===== src/rtl/pic_pkg.sv =====
package pic_pkg;
    typedef enum logic {LVL_LOW, LVL_HIGH} lvl_state_t;
    typedef enum logic {STORE_EMPTY, STORE_FULL} store_state_t;
    typedef enum logic {MRG_IDLE, MRG_PENDING} mrg_state_t;
endpackage


===== src/rtl/pic_edge_pulser.sv =====
module pic_edge_pulser
    import pic_pkg::*;
(
    input  logic clk,
    input  logic rst_n,
    input  logic level_i,
    output logic pulse_o
);
    lvl_state_t state_q, state_d;

    always_ff @(posedge clk or negedge rst_n) begin
        if (!rst_n) state_q <= LVL_LOW;
        else        state_q <= state_d;
    end

    always_comb begin
        state_d = state_q;
        pulse_o = 1'b0;
        unique case (state_q)
            LVL_LOW: if (level_i) begin
                state_d = LVL_HIGH;
                pulse_o = 1'b1;
            end
            LVL_HIGH: if (!level_i) state_d = LVL_LOW;
        endcase
    end
endmodule


===== src/rtl/pic_gate_store.sv =====
module pic_gate_store
    import pic_pkg::*;
(
    input  logic clk,
    input  logic rst_n,
    input  logic up_i,
    input  logic strobe_i,
    output logic rel_o,
    output logic full_o
);
    store_state_t state_q, state_d;

    always_ff @(posedge clk or negedge rst_n) begin
        if (!rst_n) state_q <= STORE_EMPTY;
        else        state_q <= state_d;
    end

    always_comb begin
        state_d = state_q;
        rel_o   = 1'b0;
        unique case (state_q)
            STORE_EMPTY: begin
                if (up_i && strobe_i) rel_o = 1'b1;
                else if (up_i)        state_d = STORE_FULL;
            end
            STORE_FULL: begin
                if (strobe_i) begin
                    rel_o = 1'b1;
                    if (!up_i) state_d = STORE_EMPTY;
                end
            end
        endcase
    end

    assign full_o = (state_q == STORE_FULL);
endmodule


===== src/rtl/pic_merger.sv =====
module pic_merger
    import pic_pkg::*;
(
    input  logic clk,
    input  logic rst_n,
    input  logic a_i,
    input  logic b_i,
    output logic out_o,
    output logic pend_o
);
    mrg_state_t state_q, state_d;
    logic       out_q, out_d;
    logic [1:0] arrivals;

    assign arrivals = {1'b0, a_i} + {1'b0, b_i};

    always_ff @(posedge clk or negedge rst_n) begin
        if (!rst_n) begin
            state_q <= MRG_IDLE;
            out_q   <= 1'b0;
        end else begin
            state_q <= state_d;
            out_q   <= out_d;
        end
    end

    always_comb begin
        state_d = state_q;
        out_d   = 1'b0;
        unique case (state_q)
            MRG_IDLE: begin
                out_d = (arrivals != 2'd0);
                if (arrivals == 2'd2) state_d = MRG_PENDING;
            end
            MRG_PENDING: begin
                out_d = 1'b1;
                if (arrivals == 2'd0) state_d = MRG_IDLE;
            end
        endcase
    end

    assign out_o  = out_q;
    assign pend_o = (state_q == MRG_PENDING);
endmodule


===== src/rtl/pulse_node_injector.sv =====
module pulse_node_injector (
    input  logic clk,
    input  logic rst_n,
    input  logic up_pulse,
    input  logic ctl_strobe,
    input  logic test_level,
    output logic dn_pulse
);
    logic injected;
    logic gated;
    logic store_full;
    logic merge_pend;

    pic_edge_pulser u_pulser (
        .clk     (clk),
        .rst_n   (rst_n),
        .level_i (test_level),
        .pulse_o (injected)
    );

    pic_gate_store u_gate (
        .clk      (clk),
        .rst_n    (rst_n),
        .up_i     (up_pulse),
        .strobe_i (ctl_strobe),
        .rel_o    (gated),
        .full_o   (store_full)
    );

    pic_merger u_merge (
        .clk    (clk),
        .rst_n  (rst_n),
        .a_i    (gated),
        .b_i    (injected),
        .out_o  (dn_pulse),
        .pend_o (merge_pend)
    );
endmodule


===== config.mk =====
export PLATFORM = sky130hd
export DESIGN_NAME = pulse_node_injector
export DESIGN_NICKNAME = d
export VERILOG_FILES = /design/src/rtl/pic_pkg.sv /design/src/rtl/pic_edge_pulser.sv /design/src/rtl/pic_gate_store.sv /design/src/rtl/pic_merger.sv /design/src/rtl/pulse_node_injector.sv
export SDC_FILE = /design/constraint.sdc
export NUM_CORES = 1
export LEC_CHECK = 0
export ABC_AREA = 1
export BUFFER_PORTS_ARGS = -buffer_cell sky130_fd_sc_hd__buf_2
export CAP_MARGIN = 10
export CELL_PAD_IN_SITES_DETAIL_PLACEMENT = 1
export CELL_PAD_IN_SITES_GLOBAL_PLACEMENT = 2
export CORE_AREA = 4 4 41 43
export CTS_CLUSTER_SIZE = 12
export DETAILED_ROUTE_END_ITERATION = 10
export DIE_AREA = 0 0 45 47
export PLACE_DENSITY = 0.42
export SLEW_MARGIN = 20
export SYNTH_ARGS = -nofsm -noshare
export SYNTH_HDL_FRONTEND = slang
export SYNTH_SLANG_ARGS = --single-unit

===== constraint.sdc =====
create_clock -name clk -period 1.8 [get_ports clk]
set_clock_uncertainty 0.2 [all_clocks]
set_input_delay 0.36 -clock clk [delete_from_list [all_inputs] [get_ports clk]]
set_output_delay 0.36 -clock clk [all_outputs]
set_load 0.01 [all_outputs]

* Yosys cells after proc, flatten, opt, wreduce, memory -nomap -nowiden *
Cells that the tools add are included.

cells by class
  divide/modulo/power cells = 0
  shift-type cells = 0
  mux-type cells = 13
  reductions and logical operators = 3
  $mul = 0
  equality and inequality tests = 1
  $add $sub $neg = 1
  $lt $le $gt $ge = 0
  bitwise logic cells = 2

operators with widths
  kind                                        number
  1-bit 2-to-1 mux                            9
  1-bit one-hot mux with 2 select lines       4
  1-bit by 1-bit adder with 2-bit output      1
  2-bit equality test, second input constant  1
  2-bit logical NOT                           1
  1-bit NOT                                   2
  2-bit nonzero test                          1
  1-bit logical AND                           1

storage, ports and cells
  bits in read-only memories = 0
  input port bits = 5
  bits in registers = 4
  memory bits (writable) = 0
  bits in latches = 0
  logic and storage cells = 24
  memories kept = 0

* Logic depth before layout (Yosys ltp) *
Gate-level depths: netlist of the first run.

  depth after elaboration = 7
  depth in mapped cells = 6
  gate-level depth less buffers = 6

* Cells and area by module *
A second synthesis of the first run with hierarchy kept.

unflattened totals
  cell total of the unflattened synthesis = 19
  area, all modules = 162.7 µm²

modules (own cells, without submodules)
  module           instances  area an instance (µm²)  cells an instance
  pic_merger       1          70.1                    7
  pic_gate_store   1          57.6                    9
  pic_edge_pulser  1          35.0                    3

* Worst setup path after synthesis of the first run *
Ideal clock, no wire load.

  path kind = register to register
  from = register u_gate.state_q, in the netlist u_gate.full_o
  to = register u_merge.state_q, in the netlist u_merge.pend_o
  stages on the path, launching flop included = 5
  data required time = 1.483 ns
  slack = 0.851 ns
  buffers on the path = 0
  period minus slack after synthesis = 0.949 ns
  arrival = 0.633 ns
  cell sequence = dfrtp_1 > o21ai_2 > nand2_1 > nand2_1 > nand2_1

on the way
  cells in the longest elaborated chain, start to end = 6
  elaborated cells on any way between the ends = 8
  classes of those cells = add/sub: 1; eq/ne: 1; mux: 4; bitwise: 1; reduce/logical: 1

RTL lines
  element                                                   line                                RTL
  from (decl)                                               pic_gate_store.sv:11                store_state_t state_q, state_d;
  from (signal assigned)                                    pic_gate_store.sv:15                else state_q <= state_d;
  1-bit NOT                                                 -
  1-bit one-hot mux with 2 select lines *                   pic_gate_store.sv:21                unique case (state_q)
  1-bit by 1-bit adder with 2-bit output *                  pic_merger.sv:15                    assign arrivals = {1'b0, a_i} + {1'b0, b_i};
  2-bit equality test or 2-bit logical NOT (tied branches)  pic_merger.sv:33, pic_merger.sv:37
  1-bit 2-to-1 mux (on tied branches)                       pic_merger.sv:33, pic_merger.sv:37
  1-bit one-hot mux with 2 select lines *                   pic_merger.sv:30                    unique case (state_q)
  named net u_merge.state_d                                 pic_merger.sv:11                    mrg_state_t state_q, state_d;
  to (signal assigned)                                      pic_merger.sv:22                    state_q <= state_d;
  to (decl)                                                 pic_merger.sv:11

Mark *: on every way through the listed nets, which the timed path passes. The rest lies on a longest branch.

* Worst setup path after layout of the first run *
  from = register u_merge.out_q, in the netlist u_merge.out_o
  to = output dn_pulse

RTL lines
  element                 line                      RTL
  from (decl)             pic_merger.sv:12          logic out_q, out_d;
  from (signal assigned)  pic_merger.sv:23          out_q <= out_d;
  to (decl)               pulse_node_injector.sv:7  output logic dn_pulse

No word-level cell between the ends.

==> results of run 1 <==
==> final cells by class <==
class	count	area (µm²)	share of cell area
flip-flops and latches	4	100	0.421
multi-input cells	10	53.8	0.226
repair buffers	6	35.0	0.147
clock buffers	3	22.5	0.0947
well taps	15	18.8	0.0789
inverters	2	7.51	0.0316
==> worst reg2reg max path: cells and delay by family, from the launching register on <==
family / cells / cell delay (ns)
compound gates: 1 / 0.14
flops: 1 / 0.39
simple gates: 3 / 0.15
==> kinds of logic (layout without fill, tap and decap cells) <==
family | count (synthesis) | in the layout | share of synthesized area
and+or+nand+nor | 8 | 8 | 0.248
DFF | 4 | 4 | 0.620
AOI/OAI and AO/OA | 2 | 2 | 0.0853
buffers and inverters | 2 | 11 | 0.0465
==> per-layer routing <==
layer	part of all wire	GRT usage	vias to the layer above
li1	-	-	69
met1	0.46	0.0433	62
met2	0.40	0.0565	6
met3	0.14	0.0575	0
met4	0	0	0
met5	0	0	-
==> state kept, by name (all words and copies together) (netlist names) <==
signal,count
u_gate.full_o,1
u_merge.out_o,1
u_merge.pend_o,1
u_pulser.state_q,1
==> Yosys cell counts <==
master / instances / area, µm²
dfrtp_1: 4 / 100
nor2_1: 1 / 3.75
nand2_1: 4 / 15.0
nor2_2: 1 / 6.26
o21ai_2: 1 / 8.76
o21ai_0: 1 / 5.00
inv_1: 2 / 7.51
nand3b_1: 2 / 15.0
==> where the power goes <==
group	total (µW)	switching (µW)	internal, µW
clock	106	31.3	74.2
combinational	25.3	13.0	12.4
sequential	103	4.08	98.7
total	234	48.4	185
==> per-stage QoR <==
step	utilization	hold WS, ns	worst slack [ns]	std cells
after global placement	0.158	-0.0303	0.689	36
after floorplan	-	-0.136	0.851	16
after detailed placement	0.158	-0.0280	0.694	36
after CTS	0.183	0.0476	0.525	40
after global routing	0.183	0.0480	0.496	40
final	0.183	0.0542	0.539	40
==> timing repair <==
action	in CTS	in global routing
setup endpoints to repair	0	0
hold buffers	1	0
hold endpoints to repair	4	0
==> final timing paths <==
check,cells past startpoint,to,from
worst max-delay path,1,dn_pulse,u_merge.out_o
worst min-delay path,1,u_pulser.state_q,test_level
worst max register to register,4,u_merge.pend_o,u_gate.full_o
worst min register to register,2,u_merge.pend_o,u_merge.pend_o
max in group asynchronous,2,u_gate.full_o,rst_n
min in group asynchronous,2,u_merge.out_o,rst_n
==> summary.md, run 1 <==
| Metric | Value |
|---|---|
| Status | `finished clean` |
| CTS buffer count | `3` |
| Post_cts resized | `0` |
| Largest stage delay, worst path | `0.34 ns` |
| RSZ-0062 raised after global routing | `no` |
| Core area | `0.00130 mm²` |
| Placed cell area | `205 µm²` |
| Max cap viols | `0` |
| Largest net degree at the start of global routing | `5` |
| Post-route cell area | `238 µm²` |
| CTS tree | `done` |
| Commonest non-fill, non-tap cell in the layout | `buf_2` |
| Final Max Tran Viols | `0` |
| Port Buf Inserts | `5` |
| Initial Util | `0.124` |
| Worst path bufs/invs | `1` |
| Via density per instance | `3.43` |
| Worst-path clk slew | `0.04 ns` |
| CP Launch Type | `flop` |
| Ports | `6` |
| Syn_nets | `21` |
| Tot GR Track Use | `0.0427` |
| Synthesized instance count | `16` |
| Rel. slew slack | `0.913` |
| Clk sinks | `4` |
| Final net count | `32` |
| CP Data Arrival Time | `0.70 ns` |
| Final setup viols | `0` |
| Cell Pwr Density | `983 mW/mm²` |
| Crit-path max FO | `1` |
| Crit path max-delay cell type | `dfrtp_1` |
| Register area share after synthesis | `0.620` |
| Die Footprint | `0.00212 mm²` |
| Die height | `47 µm` |
| Fillers | `156` |
| Reg2Reg Setup Slack | `0.80 ns` |
| Worst Setup End Kind | `output pin` |
| Final WL | `302 µm` |
| Synth Register Bits | `4` |
| FMAX | `0.793 GHz` |
| RD Place Congestion | `0.593` |
| Critical Path RT | `1.24 ns` |
| Fin crit share | `0.701` |
| Min Tclk post-route | `1.26 ns` |
| Post-synthesis cell type count | `8` |
| Ys Warns | `0` |
| Vias in the first global route | `147` |
| Endpoints failing hold | `0` |
| Avg WL per Cell | `7.55 µm` |
| DRT iter0 DRCs | `3` |
| Worst-path cell chain | `buf_2` |
| Layout cell share with drive strength beyond 1 | `0.400` |
| Max VDD drop | `371 µV` |
| DR vias | `137` |
| Most frequent cells in the layout | `buf_2, nand2_1, dfrtp_1, clkbuf_4` |
| Critical path class | `reg2out` |
| First-pass GRT wire length | `572 µm` |
| Overflow after GRT | `0` |
| Setup_tns | `0 ns` |
| Routed Antenna Nets | `0` |
| Cell family contributing the most delay on the critical path | `flip-flops` |
| Setup Buffers After CTS | `0` |
| Die X | `45 µm` |
| Worst-Margin Slew | `0.129 ns` |
| Total power | `234 µW` |
| HP Class | `in2reg` |
| Initial antenna violation count | `0` |
| Max clock buf depth | `2` |
| Mapped Area | `161 µm²` |
| Residual DRC | `0` |
| 1st-pass router iterations | `2` |
| Root buffer cell | `clkbuf_4` |
| DP HPWL | `256 µm` |
| H-tree depth | `1` |
| Synthesized area per cell | `10.1 µm²` |
| Leakage power | `0.000117 µW` |
| Area growth from synthesis to layout | `47.3%` |
| Ant diodes | `0` |
| Clock Latency Late Sink | `0.23 ns` |
| # rows | `13` |
(Power assumes the default switching activity.)
==> inputs of run 2 (changes only) <==
PLACE_DENSITY = 0.43   (was 0.42)
clock period = 1.1 ns   (was 1.8 ns; I/O delays follow)
==> summary.md, run 2 (same netlist as run 1, synthesis figures left out) <==
| Metric | Value |
|---|---|
| Initial antenna violation count | `0 (unchanged)` |
| Root buffer cell | `clkbuf_4 (unchanged)` |
| Fillers | `162 (was 156)` |
| Worst setup path endpoint | `dn_pulse (unchanged)` |
| # rows | `13 (unchanged)` |
| Final Max Tran Viols | `0 (unchanged)` |
| Crit path max-delay cell type | `dfrtp_1 (unchanged)` |
| Cell Pwr Density | `1520 mW/mm² (was 983 mW/mm²)` |
| Via density per instance | `3.35 (was 3.43)` |
| Fin crit share | `1.02` |
| H-tree depth | `1 (unchanged)` |
| Post-route cell area | `263 µm² (was 238 µm²)` |
| Net Sw Power | `85.5 µW (was 48.4 µW)` |
| Ports | `6 (unchanged)` |
| RSZ-0062 raised after global routing | `yes (was no)` |
| R2R Path End | `u_merge.out_o (was u_merge.pend_o)` |
| Violated checks | `negative setup slack` |
| Clock Latency Late Sink | `0.23 ns (about the same)` |
| Tot GR Track Use | `0.0436 (was 0.0427)` |
| Clk sinks | `4 (unchanged)` |
| Total power | `399 µW (was 234 µW)` |
| Final setup viols | `1 (was 0)` |
| Ant diodes | `0 (unchanged)` |
| First-pass GRT wire length | `579 µm (was 572 µm)` |
| Worst-Margin Slew | `0.139 ns (was 0.129 ns)` |
| Overflow after GRT | `0 (unchanged)` |
| FMAX | `0.888 GHz` |
| Endpoints failing hold | `0 (unchanged)` |
| CP Launch Type | `flop (unchanged)` |
| Largest net degree at the start of global routing | `5 (unchanged)` |
| DRT iter0 DRCs | `0 (was 3)` |
| Clock Power Share | `0.442 (was 0.452)` |
| Worst-path clk slew | `0.04 ns (about the same)` |
| Core area | `0.00130 mm² (unchanged)` |
| Area growth from synthesis to layout | `62.8% (was 47.3%)` |
| Largest stage delay, worst path | `0.34 ns (about the same)` |
| Leakage power | `0.000131 µW (was 0.000117 µW)` |
| Setup crit start | `u_merge.out_o (unchanged)` |
| 1st-pass router iterations | `1 (was 2)` |
| Pint | `313 µW (was 185 µW)` |
| Routed Antenna Nets | `0 (unchanged)` |
| Residual DRC | `0 (unchanged)` |
| HP Class | `in2reg (unchanged)` |
| CTS tree | `done (unchanged)` |
| Sw frac | `0.214 (was 0.207)` |
| Worst Setup End Kind | `output pin (unchanged)` |
| Max clock buf depth | `2 (unchanged)` |
| Critical R2R Launch | `u_gate.full_o (unchanged)` |
| Min Tclk post-route | `1.13 ns` |
| Status | `finished with violations (was finished clean)` |
| Commonest non-fill, non-tap cell in the layout | `buf_2 (unchanged)` |
| Max cap viols | `0 (unchanged)` |
| Worst path bufs/invs | `1 (unchanged)` |
| Critical path class | `reg2out (unchanged)` |
| Vias in the first global route | `148 (was 147)` |
| Most frequent cells in the layout | `buf_2, nand2_1, dfrtp_1, clkbuf_4 (unchanged)` |
| Flop pwr share | `0.421 (was 0.440)` |
| Pre-CTS setup slack | `0.0755 ns (was 0.694 ns)` |
| Placed cell area | `205 µm² (unchanged)` |
| Avg WL per Cell | `8.37 µm (was 7.55 µm)` |
| Utilization after layout | `0.202 (was 0.183)` |
| Final WL | `360 µm (was 302 µm)` |
| Hold_sp | `ctl_strobe (was test_level)` |
| CP Data Arrival Time | `0.71 ns (was 0.70 ns)` |
| Die height | `47 µm (unchanged)` |
| Stages on worst setup path | `1 (unchanged)` |
| Final net count | `35 (was 32)` |
| Max VDD drop | `451 µV (was 371 µV)` |
| Die Footprint | `0.00212 mm² (unchanged)` |
| Worst-path cell chain | `buf_2 (unchanged)` |
| Setup_tns | `-0.0259 ns (was 0 ns)` |
| Layout cell share with drive strength beyond 1 | `0.429 (was 0.400)` |
| Setup ws final | `-0.0259 ns (was 0.539 ns)` |
| Die X | `45 µm (unchanged)` |
| R2R depth | `3 (was 4)` |
| DR vias | `144 (was 137)` |
| Cell family contributing the most delay on the critical path | `flip-flops (unchanged)` |
| Reg2Reg Setup Slack | `0.03 ns (was 0.80 ns)` |
| Initial Util | `0.124 (unchanged)` |
| RD Place Congestion | `0.684 (was 0.593)` |
| Port Buf Inserts | `5 (unchanged)` |
| Comb power frac | `0.136 (was 0.108)` |
| CTS buffer count | `3 (unchanged)` |
| Crit-path max FO | `1 (unchanged)` |
| Critical Path RT | `0.68 ns (was 1.24 ns)` |
| Rel. slew slack | `0.906 (was 0.913)` |
[run 2: cell type report]
| cell class | instances | area (µm²) | area share |
|---|---|---|---|
| Inverter | 2 | 7.51 | 0.0286 |
| Multi-Input combinational cell | 10 | 53.8 | 0.205 |
| Tap cell | 15 | 18.8 | 0.0714 |
| Sequential cell | 4 | 100 | 0.381 |
| Timing Repair Buffer | 9 | 60.1 | 0.229 |
| Clock buffer | 3 | 22.5 | 0.0857 |
[run 2: worst min-delay path by stage]
stage / to / cells after the start / slack, ns
after floorplan: u_gate.full_o / 0 / -0.28
after global placement: u_merge.pend_o / 1 / -0.17
after detailed placement: u_merge.pend_o / 1 / -0.17
after CTS: u_gate.full_o / 2 / 0.03
after global routing: u_gate.full_o / 2 / 0.03
final: u_gate.full_o / 2 / 0.04
[run 2: timing repair]
item | in CTS | in global routing
hold buffers | 2 | 0
gates cloned | 0 | 0
setup endpoints to repair | 1 | 2
hold endpoints to repair | 5 | 0
gates resized for setup | 0 | 0
pin swaps | 0 | 3
buffers inserted | 0 | 2
[run 2: per-stage QoR]
step	instances	hold slack [ns]
2_1_floorplan	16	-0.276
3_3_place_gp	36	-0.168
3_5_place_dp	36	-0.166
4_1_cts	41	0.0301
5_1_grt	43	0.0331
6_report	43	0.0366
[run 2: power groups by stage]
stage	Combinational, µW	Sequential, µW	Clock [µW]
floorplan	17.7	172	0
global placement	40.1	170	0
detailed placement	40.5	170	0
CTS	45.8	168	190
global route	63.0	170	204
finish	54.5	168	176
[run 2: per-layer routing]
layer	GRT usage	up-vias	share of wire
li1	-	74	-
met1	0.0437	67	0.39
met2	0.0593	3	0.55
met3	0.0230	0	0.058
met4	0.0526	0	0
met5	0	-	0
==> inputs of run 3 (changes only) <==
BUFFER_PORTS_ARGS = default   (was -buffer_cell sky130_fd_sc_hd__buf_2)
DONT_BUFFER_PORTS = 1   (was default)
PLACE_DENSITY = 0.36   (was 0.43)
SKIP_LAST_GASP = 1   (was default)
==> summary.md, run 3 (same netlist as run 1, synthesis figures left out) <==
| Metric | Value |
|---|---|
| Final WL | `329 µm (was 360 µm)` |
| Hold Buf Count CTS | `2 (unchanged)` |
| Most frequent cells in the layout | `nand2_1, dfrtp_1, clkbuf_4 (was buf_2, nand2_1, dfrtp_1, clkbuf_4)` |
| HP Class | `in2reg (unchanged)` |
| First-pass GRT wire length | `600 µm (was 579 µm)` |
| Setup crit start | `u_merge.out_o (unchanged)` |
| Rel. slew slack | `0.853 (was 0.906)` |
| Total power | `379 µW (was 399 µW)` |
| Max VDD drop | `600 µV (was 451 µV)` |
| Worst Setup End Kind | `output pin (unchanged)` |
| Cell Pwr Density | `1700 mW/mm² (was 1520 mW/mm²)` |
| Setup_tns | `0 ns (was -0.0259 ns)` |
| Multi-input gate area | `53.8 µm² (unchanged)` |
| Residual DRC | `0 (unchanged)` |
| Setup Buffers After CTS | `0 (unchanged)` |
| Core area | `0.00130 mm² (unchanged)` |
| Die Footprint | `0.00212 mm² (unchanged)` |
| CP Launch Type | `flop (unchanged)` |
| Fillers | `159 (was 162)` |
| Layout cell share with drive strength beyond 1 | `0.238 (was 0.429)` |
| Vias in the first global route | `155 (was 148)` |
| Port Buf Inserts | `0 (was 5)` |
| Final net count | `28 (was 35)` |
| Via density per instance | `3.53 (was 3.35)` |
| Crit-path max FO | `1 (unchanged)` |
| DR vias | `127 (was 144)` |
| Area growth from synthesis to layout | `38.0% (was 62.8%)` |
| Ant diodes | `0 (unchanged)` |
| # rows | `13 (unchanged)` |
| Status | `finished with violations (unchanged)` |
| DP HPWL | `274 µm` |
| Initial antenna violation count | `0 (unchanged)` |
| 1st-pass router iterations | `3 (was 1)` |
| Largest net degree at the start of global routing | `5 (unchanged)` |
| Ports | `6 (unchanged)` |
| Worst-Margin Slew | `0.219 ns (was 0.139 ns)` |
| Initial Util | `0.124 (unchanged)` |
| Hold Crit Depth | `1 (was 2)` |
| Endpoints failing hold | `3 (was 0)` |
| Min Tclk post-route | `1.05 ns (was 1.13 ns)` |
| Fin crit share | `0.952 (was 1.02)` |
| Avg WL per Cell | `9.14 µm (was 8.37 µm)` |
| Hold_sp | `ctl_strobe (unchanged)` |
| Final setup viols | `0 (was 1)` |
| R2R Path End | `u_merge.pend_o (was u_merge.out_o)` |
| Worst-path clk slew | `0.04 ns (about the same)` |
| Leakage power | `0.000102 µW (was 0.000131 µW)` |
| Tot GR Track Use | `0.0498 (was 0.0436)` |
| Max clock buf depth | `2 (unchanged)` |
| Clk sinks | `4 (unchanged)` |
| FF+latch area | `100 µm² (unchanged)` |
| R2R depth | `4 (was 3)` |
| Clock Latency Late Sink | `0.23 ns (about the same)` |
| Die X | `45 µm (unchanged)` |
| Critical R2R Launch | `u_gate.full_o (unchanged)` |
| Overflow after GRT | `0 (unchanged)` |
| Reg2Reg Setup Slack | `0.10 ns (was 0.03 ns)` |
| Routed Antenna Nets | `0 (unchanged)` |
| CTS buffer count | `3 (unchanged)` |
| Die height | `47 µm (unchanged)` |
| Hold endpoint | `u_gate.full_o (unchanged)` |
| Violated checks | `negative hold slack (was negative setup slack)` |
| DRT iter0 DRCs | `3 (was 0)` |
| Critical Path RT | `0.68 ns (about the same)` |
| CP Data Arrival Time | `0.63 ns (was 0.71 ns)` |
| Critical path class | `reg2out (unchanged)` |
| FMAX | `0.955 GHz (was 0.888 GHz)` |
| RD Place Congestion | `0.609 (was 0.684)` |
| Root buffer cell | `clkbuf_4 (unchanged)` |
| CTS tree | `done (unchanged)` |
| Max cap viols | `0 (unchanged)` |
| RSZ-0062 raised after global routing | `no (was yes)` |
| H-tree depth | `1 (unchanged)` |
| Final Max Tran Viols | `0 (unchanged)` |
| Hold slack | `-0.0769 ns (was 0.0366 ns)` |
[run 3: how the worst max path moves through the flow]
stage,endpoint,slack (ns),depth (start not counted)
2_1_floorplan,u_merge.pend_o,0.15,4
3_3_place_gp,u_merge.pend_o,0.11,4
3_5_place_dp,u_merge.pend_o,0.09,4
4_1_cts,dn_pulse,0.04,0
5_1_grt,u_merge.pend_o,0.008,4
6_report,dn_pulse,0.05,0
[run 3: power breakdown]
part / internal [µW] / switching, µW / leakage (µW)
Clock: 122 / 57.5 / 0.0000138
Sequential: 162 / 9.76 / 0.0000472
Combinational: 15.0 / 13.7 / 0.0000411
Total: 298 / 80.9 / 0.000102
[run 3: cell type report]
class / count / area share
Clock buffer: 3 / 0.101
Inverter: 2 / 0.0337
Multi-Input combinational cell: 10 / 0.242
Sequential cell: 4 / 0.449
Tap cell: 15 / 0.0843
Timing Repair Buffer: 2 / 0.0899
[run 3: timing repair]
| item | CTS | global route |
|---|---|---|
| resized for setup | 0 | 0 |
| setup endpoints to repair | 0 | 0 |
| hold endpoints to repair | 8 | 3 |
[run 3: metal layers]
layer / GRT usage / wire, µm
met5: 0 / 0
met4: 0.0351 / 9
met3: 0.0690 / 53
met2: 0.0593 / 134
met1: 0.0410 / 132
[run 3: metrics by stage]
step | hold slack (ns) | worst slack, ns | utilization | area, µm² | cells
6_report | -0.0769 | 0.0529 | 0.171 | 223 | 36
5_1_grt | -0.0938 | 0.00769 | 0.171 | 223 | 36
4_1_cts | -0.0845 | 0.0399 | 0.171 | 223 | 36
3_5_place_dp | -0.275 | 0.0932 | 0.138 | 180 | 31
3_3_place_gp | -0.275 | 0.110 | 0.138 | 180 | 31
2_1_floorplan | -0.276 | 0.151 | - | 161 | 16
